==> config.mk <==
export PLATFORM = sky130hd
export DESIGN_NAME = hbc_ctrl_regs
export DESIGN_NICKNAME = d
export VERILOG_FILES = /design/src/rtl/hbc_pkg.sv /design/src/rtl/hbc_addr_dec.sv /design/src/rtl/hbc_word_bank.sv /design/src/rtl/hbc_rst_stat.sv /design/src/rtl/hbc_ctrl_regs.sv
export SDC_FILE = /design/constraint.sdc
export NUM_CORES = 1
export LEC_CHECK = 0
export BUFFER_PORTS_ARGS = -buffer_cell sky130_fd_sc_hd__buf_2
export CAP_MARGIN = 40
export CORE_AREA = 2 2 244 246
export CTS_CLUSTER_SIZE = 30
export DETAILED_ROUTE_END_ITERATION = 6
export DIE_AREA = 0 0 246 248
export PLACE_DENSITY_LB_ADDON = 0.1
export SYNTH_ARGS = -nofsm -noshare
export SYNTH_HDL_FRONTEND = slang
export SYNTH_SLANG_ARGS = --single-unit
==> constraint.sdc <==
create_clock -name clk_i -period 5.9 [get_ports clk_i]
set_input_delay 1.77 -clock clk_i [delete_from_list [all_inputs] [get_ports clk_i]]
set_output_delay 1.77 -clock clk_i [all_outputs]
set_load 0.01 [all_outputs]
==> src/rtl/hbc_pkg.sv <==
package hbc_pkg;
  localparam int DATA_W = 32;
  localparam int ADDR_W = 16;

  typedef enum logic [3:0] {
    WIN_NONE, WIN_QUIET, WIN_XLAT, WIN_FLUSH, WIN_PMAP,
    WIN_IMAP, WIN_PCLR, WIN_ICLR, WIN_BUS, WIN_RST
  } win_e;

  localparam logic [DATA_W-1:0] RST_W1C_MASK  = 32'h9800_0000;
  localparam logic [DATA_W-1:0] RST_SET_MASK  = 32'h6000_0000;
  localparam logic [DATA_W-1:0] RST_PWRUP_VAL = 32'h8000_0000;
  localparam int SOFT_PWR_BIT = 30;
  localparam int SOFT_EXT_BIT = 29;

  function automatic logic in_win(logic [ADDR_W-1:0] a, logic [ADDR_W-1:0] lo,
                                  logic [ADDR_W-1:0] hi);
    return (a >= lo) && (a <= hi);
  endfunction
endpackage

==> src/rtl/hbc_addr_dec.sv <==
module hbc_addr_dec
  import hbc_pkg::*;
#(
  parameter int IDX_W = 5
) (
  input  logic [ADDR_W-1:0] addr_i,
  output win_e              win_o,
  output logic [IDX_W-1:0]  idx_o
);
  always_comb begin
    win_o = WIN_NONE;
    idx_o = '0;
    if (in_win(addr_i, 16'h0030, 16'h004F) || in_win(addr_i, 16'h5000, 16'h51CF) ||
        in_win(addr_i, 16'hA400, 16'hA67F) || in_win(addr_i, 16'hA800, 16'hA80F) ||
        in_win(addr_i, 16'hF000, 16'hF01F)) begin
      win_o = WIN_QUIET;
    end else if (in_win(addr_i, 16'h0200, 16'h020B)) begin
      win_o = WIN_XLAT;
      idx_o = IDX_W'(addr_i[3:2]);
    end else if (in_win(addr_i, 16'h020C, 16'h03FF)) begin
      win_o = WIN_FLUSH;
    end else if (in_win(addr_i, 16'h0C00, 16'h0C3F)) begin
      win_o = WIN_PMAP;
      idx_o = IDX_W'(addr_i[5:3]);
    end else if (in_win(addr_i, 16'h1000, 16'h10FF)) begin
      win_o = WIN_IMAP;
      idx_o = IDX_W'(addr_i[7:3]);
    end else if (in_win(addr_i, 16'h1400, 16'h14FF)) begin
      win_o = WIN_PCLR;
      idx_o = IDX_W'(addr_i[7:5]);
    end else if (in_win(addr_i, 16'h1800, 16'h1860)) begin
      win_o = WIN_ICLR;
      idx_o = IDX_W'(addr_i[7:3]);
    end else if (in_win(addr_i, 16'h2000, 16'h202F)) begin
      win_o = WIN_BUS;
      idx_o = IDX_W'(addr_i[5:2]);
    end else if (in_win(addr_i, 16'hF020, 16'hF027)) begin
      win_o = WIN_RST;
    end
  end
endmodule

==> src/rtl/hbc_word_bank.sv <==
module hbc_word_bank
  import hbc_pkg::*;
#(
  parameter int N  = 3,
  parameter int IW = 2
) (
  input  logic                       clk_i,
  input  logic                       rst_ni,
  input  logic                       clr_i,
  input  logic                       we_i,
  input  logic [IW-1:0]              idx_i,
  input  logic [DATA_W-1:0]          wdata_i,
  output logic [N-1:0][DATA_W-1:0]   words_o
);
  logic [N-1:0][DATA_W-1:0] words_q;

  always_ff @(posedge clk_i or negedge rst_ni) begin
    if (!rst_ni) begin
      words_q <= '0;
    end else if (clr_i) begin
      words_q <= '0;
    end else if (we_i) begin
      for (int i = 0; i < N; i++) begin
        if (idx_i == IW'(i)) words_q[i] <= wdata_i;
      end
    end
  end

  for (genvar g = 0; g < N; g++) begin : g_out
    assign words_o[g] = words_q[g];
  end
endmodule

==> src/rtl/hbc_rst_stat.sv <==
module hbc_rst_stat
  import hbc_pkg::*;
(
  input  logic              clk_i,
  input  logic              rst_ni,
  input  logic              we_i,
  input  logic [DATA_W-1:0] wdata_i,
  output logic [DATA_W-1:0] stat_o,
  output logic              req_o,
  output logic              kind_o
);
  logic soft_hit;
  assign soft_hit = we_i && (wdata_i[SOFT_PWR_BIT] || wdata_i[SOFT_EXT_BIT]);

  // power-up only: warm reset is deliberately not wired here
  always_ff @(posedge clk_i or negedge rst_ni) begin
    if (!rst_ni) begin
      stat_o <= RST_PWRUP_VAL;
      req_o  <= 1'b0;
      kind_o <= 1'b0;
    end else begin
      req_o <= soft_hit;
      if (soft_hit) kind_o <= wdata_i[SOFT_PWR_BIT];
      if (we_i) stat_o <= (stat_o & ~(wdata_i & RST_W1C_MASK)) | (wdata_i & RST_SET_MASK);
    end
  end
endmodule

==> src/rtl/hbc_ctrl_regs.sv <==
module hbc_ctrl_regs
  import hbc_pkg::*;
#(
  parameter int XLAT_N = 3,
  parameter int BUS_N  = 12,
  parameter int IMAP_N = 32,
  parameter int PCLR_N = 8,
  parameter int ICLR_N = 13,
  localparam int IDX_W = $clog2(IMAP_N),
  localparam int SEL_W = IDX_W + 1
) (
  input  logic                          clk_i,
  input  logic                          rst_ni,
  input  logic                          warm_rst_i,
  input  logic                          req_i,
  input  logic                          we_i,
  input  logic [15:0]                   addr_i,
  input  logic [31:0]                   wdata_i,
  output logic [31:0]                   rdata_o,
  output logic [XLAT_N-1:0][31:0]       xlat_o,
  output logic [BUS_N-1:0][31:0]        bus_o,
  output logic                          flush_o,
  output logic [SEL_W-1:0]              map_sel_o,
  output logic                          map_we_o,
  input  logic [31:0]                   map_rdata_i,
  output logic [PCLR_N-1:0]             pci_clr_o,
  output logic [ICLR_N-1:0]             io_clr_o,
  output logic                          rst_req_o,
  output logic                          rst_kind_o
);
  localparam int XI_W = $clog2(XLAT_N);
  localparam int BI_W = $clog2(BUS_N);

  win_e              win;
  logic [IDX_W-1:0]  idx;
  logic              wr, rd;
  logic [31:0]       rst_stat, rd_next, rdata_q;

  hbc_addr_dec #(.IDX_W(IDX_W)) u_dec (
    .addr_i (addr_i),
    .win_o  (win),
    .idx_o  (idx)
  );

  assign wr = req_i && we_i;
  assign rd = req_i && !we_i;

  hbc_word_bank #(.N(XLAT_N), .IW(XI_W)) u_xlat (
    .clk_i   (clk_i),
    .rst_ni  (rst_ni),
    .clr_i   (warm_rst_i),
    .we_i    (wr && (win == WIN_XLAT)),
    .idx_i   (idx[XI_W-1:0]),
    .wdata_i (wdata_i),
    .words_o (xlat_o)
  );

  hbc_word_bank #(.N(BUS_N), .IW(BI_W)) u_bus (
    .clk_i   (clk_i),
    .rst_ni  (rst_ni),
    .clr_i   (warm_rst_i),
    .we_i    (wr && (win == WIN_BUS)),
    .idx_i   (idx[BI_W-1:0]),
    .wdata_i (wdata_i),
    .words_o (bus_o)
  );

  hbc_rst_stat u_rst (
    .clk_i   (clk_i),
    .rst_ni  (rst_ni),
    .we_i    (wr && (win == WIN_RST)),
    .wdata_i (wdata_i),
    .stat_o  (rst_stat),
    .req_o   (rst_req_o),
    .kind_o  (rst_kind_o)
  );

  assign flush_o  = wr && (win == WIN_FLUSH);
  assign map_we_o = wr && ((win == WIN_PMAP) || (win == WIN_IMAP));

  always_comb begin
    map_sel_o = '0;
    if (req_i && (win == WIN_PMAP)) map_sel_o = {1'b0, idx};
    else if (req_i && (win == WIN_IMAP)) map_sel_o = {1'b1, idx};
  end

  for (genvar g = 0; g < PCLR_N; g++) begin : g_pclr
    assign pci_clr_o[g] = wr && (win == WIN_PCLR) && (idx == IDX_W'(g));
  end

  for (genvar g = 0; g < ICLR_N; g++) begin : g_iclr
    assign io_clr_o[g] = wr && (win == WIN_ICLR) && (idx == IDX_W'(g));
  end

  always_comb begin
    rd_next = '0;
    unique case (win)
      WIN_XLAT: if (idx < IDX_W'(XLAT_N)) rd_next = xlat_o[idx[XI_W-1:0]];
      WIN_BUS:  if (idx < IDX_W'(BUS_N)) rd_next = bus_o[idx[BI_W-1:0]];
      WIN_PMAP, WIN_IMAP: rd_next = map_rdata_i;
      WIN_RST:  rd_next = rst_stat;
      default:  rd_next = '0;
    endcase
  end

  always_ff @(posedge clk_i or negedge rst_ni) begin
    if (!rst_ni) rdata_q <= '0;
    else if (rd) rdata_q <= rd_next;
  end

  assign rdata_o = rdata_q;
endmodule

Word level (Yosys, flattened, before mapping):

Index checks and enable logic that the tools add are counted.

* register bits: 546
* word-level logic and storage cells: 219
* input port bits: 85
* output and inout port bits: 543

* $lt $le $gt $ge: 30
* reduce and logical (&&, ||, !) cells: 89
* bitwise operators: 3
* mux-type cells: 45
* equality and inequality tests: 33

Operators by type and width (number)
* 2-to-1 mux 384 bit: 2
* 2-to-1 mux 32 bit: 19
* 2-to-1 mux 96 bit: 2
* binary-select mux 32 bit (select 4 bit): 1
* one-hot mux 32 bit (4 select lines): 1
* binary-select mux 32 bit (select 2 bit): 1
* greater-or-equal comparator 16 bit (second input constant): 4
* <= comparator 16 bit (second input constant): 4
* greater-or-equal comparator 16 x 13 -> 1 bit (second input constant): 3
* <= comparator 16 x 13 -> 1 bit (second input constant): 3
* logical AND 1 bit: 46
* 2-to-1 mux 4 bit: 10
* 2-to-1 mux 5 bit: 7
* nonzero test 2 bit: 17
* bitwise AND 32 bit: 1
* == test 4 x 3 -> 1 bit (second input constant): 8
* greater-or-equal comparator 16 x 10 -> 1 bit (second input constant): 2
* <= comparator 16 x 10 -> 1 bit (second input constant): 2
* NOT 32 bit: 1
* OR 32 x 31 -> 32 bit: 1
* AND reduction 2 bit: 15
* == test 5 x 4 -> 1 bit (second input constant): 5
* == test 4 bit (second input constant): 6
* == test 5 x 3 -> 1 bit (second input constant): 4
* 25 further kinds: 35

Longest topological paths before layout:

* depth in word-level cells: 15
* mapped depth: 14
* depth with buffers taken out: 8

Modules after synthesis:

A second synthesis with hierarchy kept.

* cells, all modules: 2470
* area total of the unflattened synthesis: 28312.2 um^2

By module, submodules not included
* hbc_word_bank at u_bus: area each 16797.4 um^2, seq. area each 9609.2 um^2, cells each 1322, times used 1
* hbc_ctrl_regs: area each 6203.4 um^2, seq. area each 800.8 um^2, cells each 676, times used 1
* hbc_word_bank at u_xlat: area each 4324.1 um^2, seq. area each 2402.3 um^2, cells each 351, times used 1
* hbc_addr_dec: area each 546.8 um^2, seq. area each 0.0 um^2, cells each 78, times used 1
* hbc_rst_stat: area each 440.4 um^2, seq. area each 176.4 um^2, cells each 43, times used 1

Least setup slack after synthesis:

No wires, ideal clock.

* kind: input to output
* from: input port addr_i[4]
* to: output port io_clr_o[4]
* data arrival time: 3858 ps
* data required time: 4130 ps
* stages: 10
* path buffers: 3
* setup slack: 272 ps
* cell sequence: buf_6 > or4_4 > o2111ai_1 > o211a_1 > o31ai_1 > buf_4 > nor2_2 > clkbuf_1 > nand2_1 > nor2_1

* word-level cells in the longest chain between the ends: 14
* elaborated cells on any way between the ends: 64
* classes of those cells: order compare (26); eq/ne (2); mux (17); reduce/logical (19)

RTL lines
* start: declaration: RTL line hbc_ctrl_regs.sv:17 `input logic [15:0] addr_i,`
* greater-or-equal comparator 16 bit or <= comparator 16 bit (tied branches): RTL line hbc_pkg.sv:18 `return (a >= lo) && (a <= hi);`
* logical AND 1 bit: RTL line hbc_pkg.sv:18
* 2-to-1 mux 4 bit: RTL line hbc_addr_dec.sv:37 `end else if (in_win(addr_i, 16'hF020, 16'hF027)) begin`
* 2-to-1 mux 4 bit: RTL line hbc_addr_dec.sv:34 `end else if (in_win(addr_i, 16'h2000, 16'h202F)) begin`
* 2-to-1 mux 4 bit: RTL line hbc_addr_dec.sv:31 `end else if (in_win(addr_i, 16'h1800, 16'h1860)) begin`
* 2-to-1 mux 4 bit: RTL line hbc_addr_dec.sv:28 `end else if (in_win(addr_i, 16'h1400, 16'h14FF)) begin`
* 2-to-1 mux 4 bit: RTL line hbc_addr_dec.sv:25 `end else if (in_win(addr_i, 16'h1000, 16'h10FF)) begin`
* 2-to-1 mux 4 bit: RTL line hbc_addr_dec.sv:22 `end else if (in_win(addr_i, 16'h0C00, 16'h0C3F)) begin`
* 2-to-1 mux 4 bit: RTL line hbc_addr_dec.sv:20 `end else if (in_win(addr_i, 16'h020C, 16'h03FF)) begin`
* 2-to-1 mux 4 bit: RTL line hbc_addr_dec.sv:17 `end else if (in_win(addr_i, 16'h0200, 16'h020B)) begin`
* 2-to-1 mux 4 bit: RTL line hbc_addr_dec.sv:13 `if (in_win(addr_i, 16'h0030, 16'h004F) || in_win(addr_i, 16'h5000, 16'h51CF) ||`
* == test 4 x 3 -> 1 bit: RTL line hbc_ctrl_regs.sv:92 `assign io_clr_o[g] = wr && (win == WIN_ICLR) && (idx == IDX_W'(g));`
* logical AND 1 bit: RTL line hbc_ctrl_regs.sv:92
* logical AND 1 bit (*): RTL line hbc_ctrl_regs.sv:92
* end: declaration: RTL line hbc_ctrl_regs.sv:27 `output logic [ICLR_N-1:0] io_clr_o,`

Every way passes the cells marked *; elsewhere a longest branch is shown, timed or not.

Worst setup path after layout:

* from: input port addr_i[3]
* to: output port io_clr_o[10]

The elaborated chain is that of the path after synthesis.

==> results.py <==
metrics = {
    "detailed_routing": {
        "dr.first_iter.drc_count": 2373,
        "wire_per_inst_um": 27.12,
        "post-route-drc-count": 0,
        "dr.max_layer_used": "met4",
        "routed_wl_um": 112600,
        "ant_nets": 0,
        "wl_met1_um": 44400,
        "wl_met3_um": 9525,
        "num_vias": 24200,
        "via_per_inst": 5.828,
        "wl_met2_um": 54200,
        "firstDrtPassIters": 7,
    },
    "timing": {
        "final_max_slew_viol_count": 0,
        "maxSlewHeadroom": 0.3089,
        "worst_pin_slew_ns": 1.037,
        "period_minus_slack_ns": 5.725,
        "fin_crit_sh": 0.9703,
        "layout_setup_ws_ns": 0.1751,
        "setup_viol": 0,
        "finalClockSkew_ns": 0.05524,
        "finalHoldViolations": 0,
        "rsz0062_at_grt": "false",
        "setup_tns_ns": 0,
        "fmax_mhz": 174.7,
    },
    "final_layout": {
        "final_cell_area_um2": 32000,
        "area_delta_synth_final_pct": 22.22,
        "area.sequential_um2": 12990,
        "fillers": 5450,
        "drive_gt1_frac": 0.2558,
        "nNetsFinal": 3420,
        "multi_input_area_um2": 12070,
    },
    "worst_setup_path": {
        "crit_arrival_ns": 3.95,
        "worstPathRequired_ns": 4.13,
        "cpPeakStageDelay_ns": 0.57,
        "r2r_end": "rdata_o[15]$_DFFE_PN0P_",
        "ff2ff_path_depth": 4,
        "r2r_slack_ns": 4.20,
        "cp-start-kind": "primary input",
        "reg2reg_from": "u_xlat.words_o[79]$_DFFE_PN0P_",
        "worstPathMaxFanout": 6,
        "cp_cell_sequence": "buf_2 > or4_4 > o211ai_4 > buf_4 > a31o_2 > nor3b_1 > nor3_1 > nand2_1 > nor2_1 > buf_2",
        "cp_slowest_cell": "or4_4",
        "path_class": "in2out",
        "crit_top_cell": "buf_2",
        "endpoint_kind": "primary output",
    },
    "worst_hold_path": {
        "min_path_cells": 1,
        "hold_start": "u_rst.stat_o[31]$_DFFE_PN1P_",
        "holdPathEnd": "u_rst.stat_o[31]$_DFFE_PN1P_",
        "hold_class": "reg2reg",
    },
    "floorplan": {
        "num_rows": 89,
        "floorplan.initialDensity": 0.4478,
        "die_w_um": 246,
        "design.die.area_um2": 61010,
        "io_pins": 628,
        "core_region_area_um2": 58460,
        "dieHeight_um": 248,
    },
    "grt": {
        "grt_overflow": 0,
        "grt_pass1_wl_um": 162500,
        "grt_use_total": 0.3597,
        "antenna_found_initial": 1,
        "grt_max_degree": 200,
        "grt_pass1_vias": 23090,
    },
    "clocking": {
        "clock_latency_ns": 0.65,
        "path_clk_slew_ns": 0.06,
        "cts_buffer_depth": 3,
        "postCtsSetupRepairBufs": 0,
        "cts_made_buffers": 57,
        "cts_root_buffer": "clkbuf_16",
        "cts_sinks": 519,
        "tritoncts": "done",
        "h-tree-depth": 2,
    },
    "synthesis": {
        "yosysSeqAreaShare": 0.4962,
        "netlist_area_um2": 26180,
        "synthCells": 2812,
        "yosysTopAreaCell": "dfrtp_1",
        "synth_most_common_cell": "nand2_1",
        "synth-edff-count": 0,
        "synth_area_leaders": "dfrtp_1 50%, mux2i_1 15%, nand2_1 10%, a21oi_1 5.4%, nor2_1 3.3%",
        "ys.flop_type": "dfrtp_1",
        "postSynthAreaPerCell_um2": 9.310,
        "synth_commonest_cells": "710 x nand2_1, 518 x dfrtp_1, 383 x mux2i_1, 281 x a21oi_1, 229 x nor2_1",
        "yosys_warnings": 0,
        "synthDistinctLibCells": 77,
        "ys_async_sr_fraction": 1.000,
        "synth_nets": 2897,
        "ys_seq_elements": 519,
        "synth_top_area_share": 0.4951,
    },
    "pwr": {
        "vdd_drop_max_mv": 0.2324,
        "seq_power_share": 0.472,
        "power.switching_w": 0.001864,
        "clkPwrFrac": 0.473,
        "p_per_area_nw_per_um2": 237.9,
        "intPower_w": 0.005749,
        "total_power_w": 0.007613,
        "leakagePower_nw": 14.59,
        "combinationalPowerShare": 0.055,
        "swShare": 0.2449,
    },
    "placement": {
        "dp_slack_ns": 0.1252,
        "dp_hpwl_um": 81800,
        "gp_congestion": 0.9470,
        "portBuffers": 627,
        "placed_area_um2": 30090,
    },
    "run": {
        "drv_cap": 0,
    },
    "status": {
        "outcome": "complete, no violations",
    },
}
==> logic make-up after synthesis <==
kind of cell / share of synthesized area
and+or+nand+nor: 0.1861
AOI/OAI and AO/OA: 0.1175
muxes: 0.1512
DFF: 0.4962
buffers and inverters: 0.04913
==> through the flow <==
stage | hold slack, ns | instances | utilization
2_1_floorplan | 0.4356 | 2812 | -
3_3_place_gp | 0.4524 | 4042 | 0.5125
3_5_place_dp | 0.4742 | 4048 | 0.5147
4_1_cts | 0.4833 | 4149 | 0.5467
5_1_grt | 0.4926 | 4151 | 0.5472
6_report | 0.4845 | 4152 | 0.5473
==> sequential cells by signal, indices dropped and copies added (netlist names) <==
name / count
u_rst.req_o: 1
u_rst.stat_o: 5
u_bus.words_o: 384
u_rst.kind_o: 1
rdata_o: 32
u_xlat.words_o: 96
==> per-layer routing <==
| layer | vias up | track usage |
|---|---|---|
| met1 | 12230 | 0.4638 |
| met2 | 1082 | 0.5906 |
| met4 | 0 | 0.1319 |
| met5 | - | 0 |
| met3 | 196 | 0.08423 |
| li1 | 10690 | - |
==> cells in the final DEF (no fill, tap or decap), drive strengths merged, types with 39 or more instances in the layout <==
master and instances:
a21oi 282, a22oi 39, buf 712, clkbuf 89
dfrtp 518, mux2i 383, nand2 710, nand3 86
nor2 230, o21ai 62
==> worst max-delay path: cells and delay by family <==
| family | cells | cell delay [ns] |
|---|---|---|
| AOI/OAI and AO/OA | 2 | 0.39 |
| and+or+nand+nor | 5 | 1.38 |
| buffers and inverters | 3 | 0.43 |
==> worst max path at each step <==
stage	startpoint	endpoint
after floorplan	addr_i[4]	io_clr_o[4]
after global placement	addr_i[5]	io_clr_o[4]
after detailed placement	addr_i[5]	io_clr_o[4]
after CTS	addr_i[5]	io_clr_o[4]
after global routing	addr_i[12]	io_clr_o[0]
final	addr_i[3]	io_clr_o[10]
==> power groups by stage <==
stage / sequential [W] / clock, W / combinational, W
5_1_grt: 0.00359 / 0.00378 / 0.000454
4_1_cts: 0.00359 / 0.00364 / 0.000422
2_1_floorplan: 0.00366 / 0 / 0.000164
3_3_place_gp: 0.00366 / 0 / 0.000412
3_5_place_dp: 0.00366 / 0 / 0.000421
6_report: 0.00359 / 0.00360 / 0.000421
==> final cells by class <==
class	count	area share
sequential	519	0.4060
multi-input combinational	2038	0.3772
timing repair buffer	713	0.1274
clock buffer	89	0.05365
tap	773	0.03023
clock inverter	12	0.004771
inverter	6	0.0007039
antenna	2	0.0001564
==> repair_timing <==
action / CTS / global route
gates resized for setup: 0 / 3
setup endpoints to repair: 0 / 16
hold buffers: 0 / 0
Note: power is estimated with default switching activity, not from simulation.
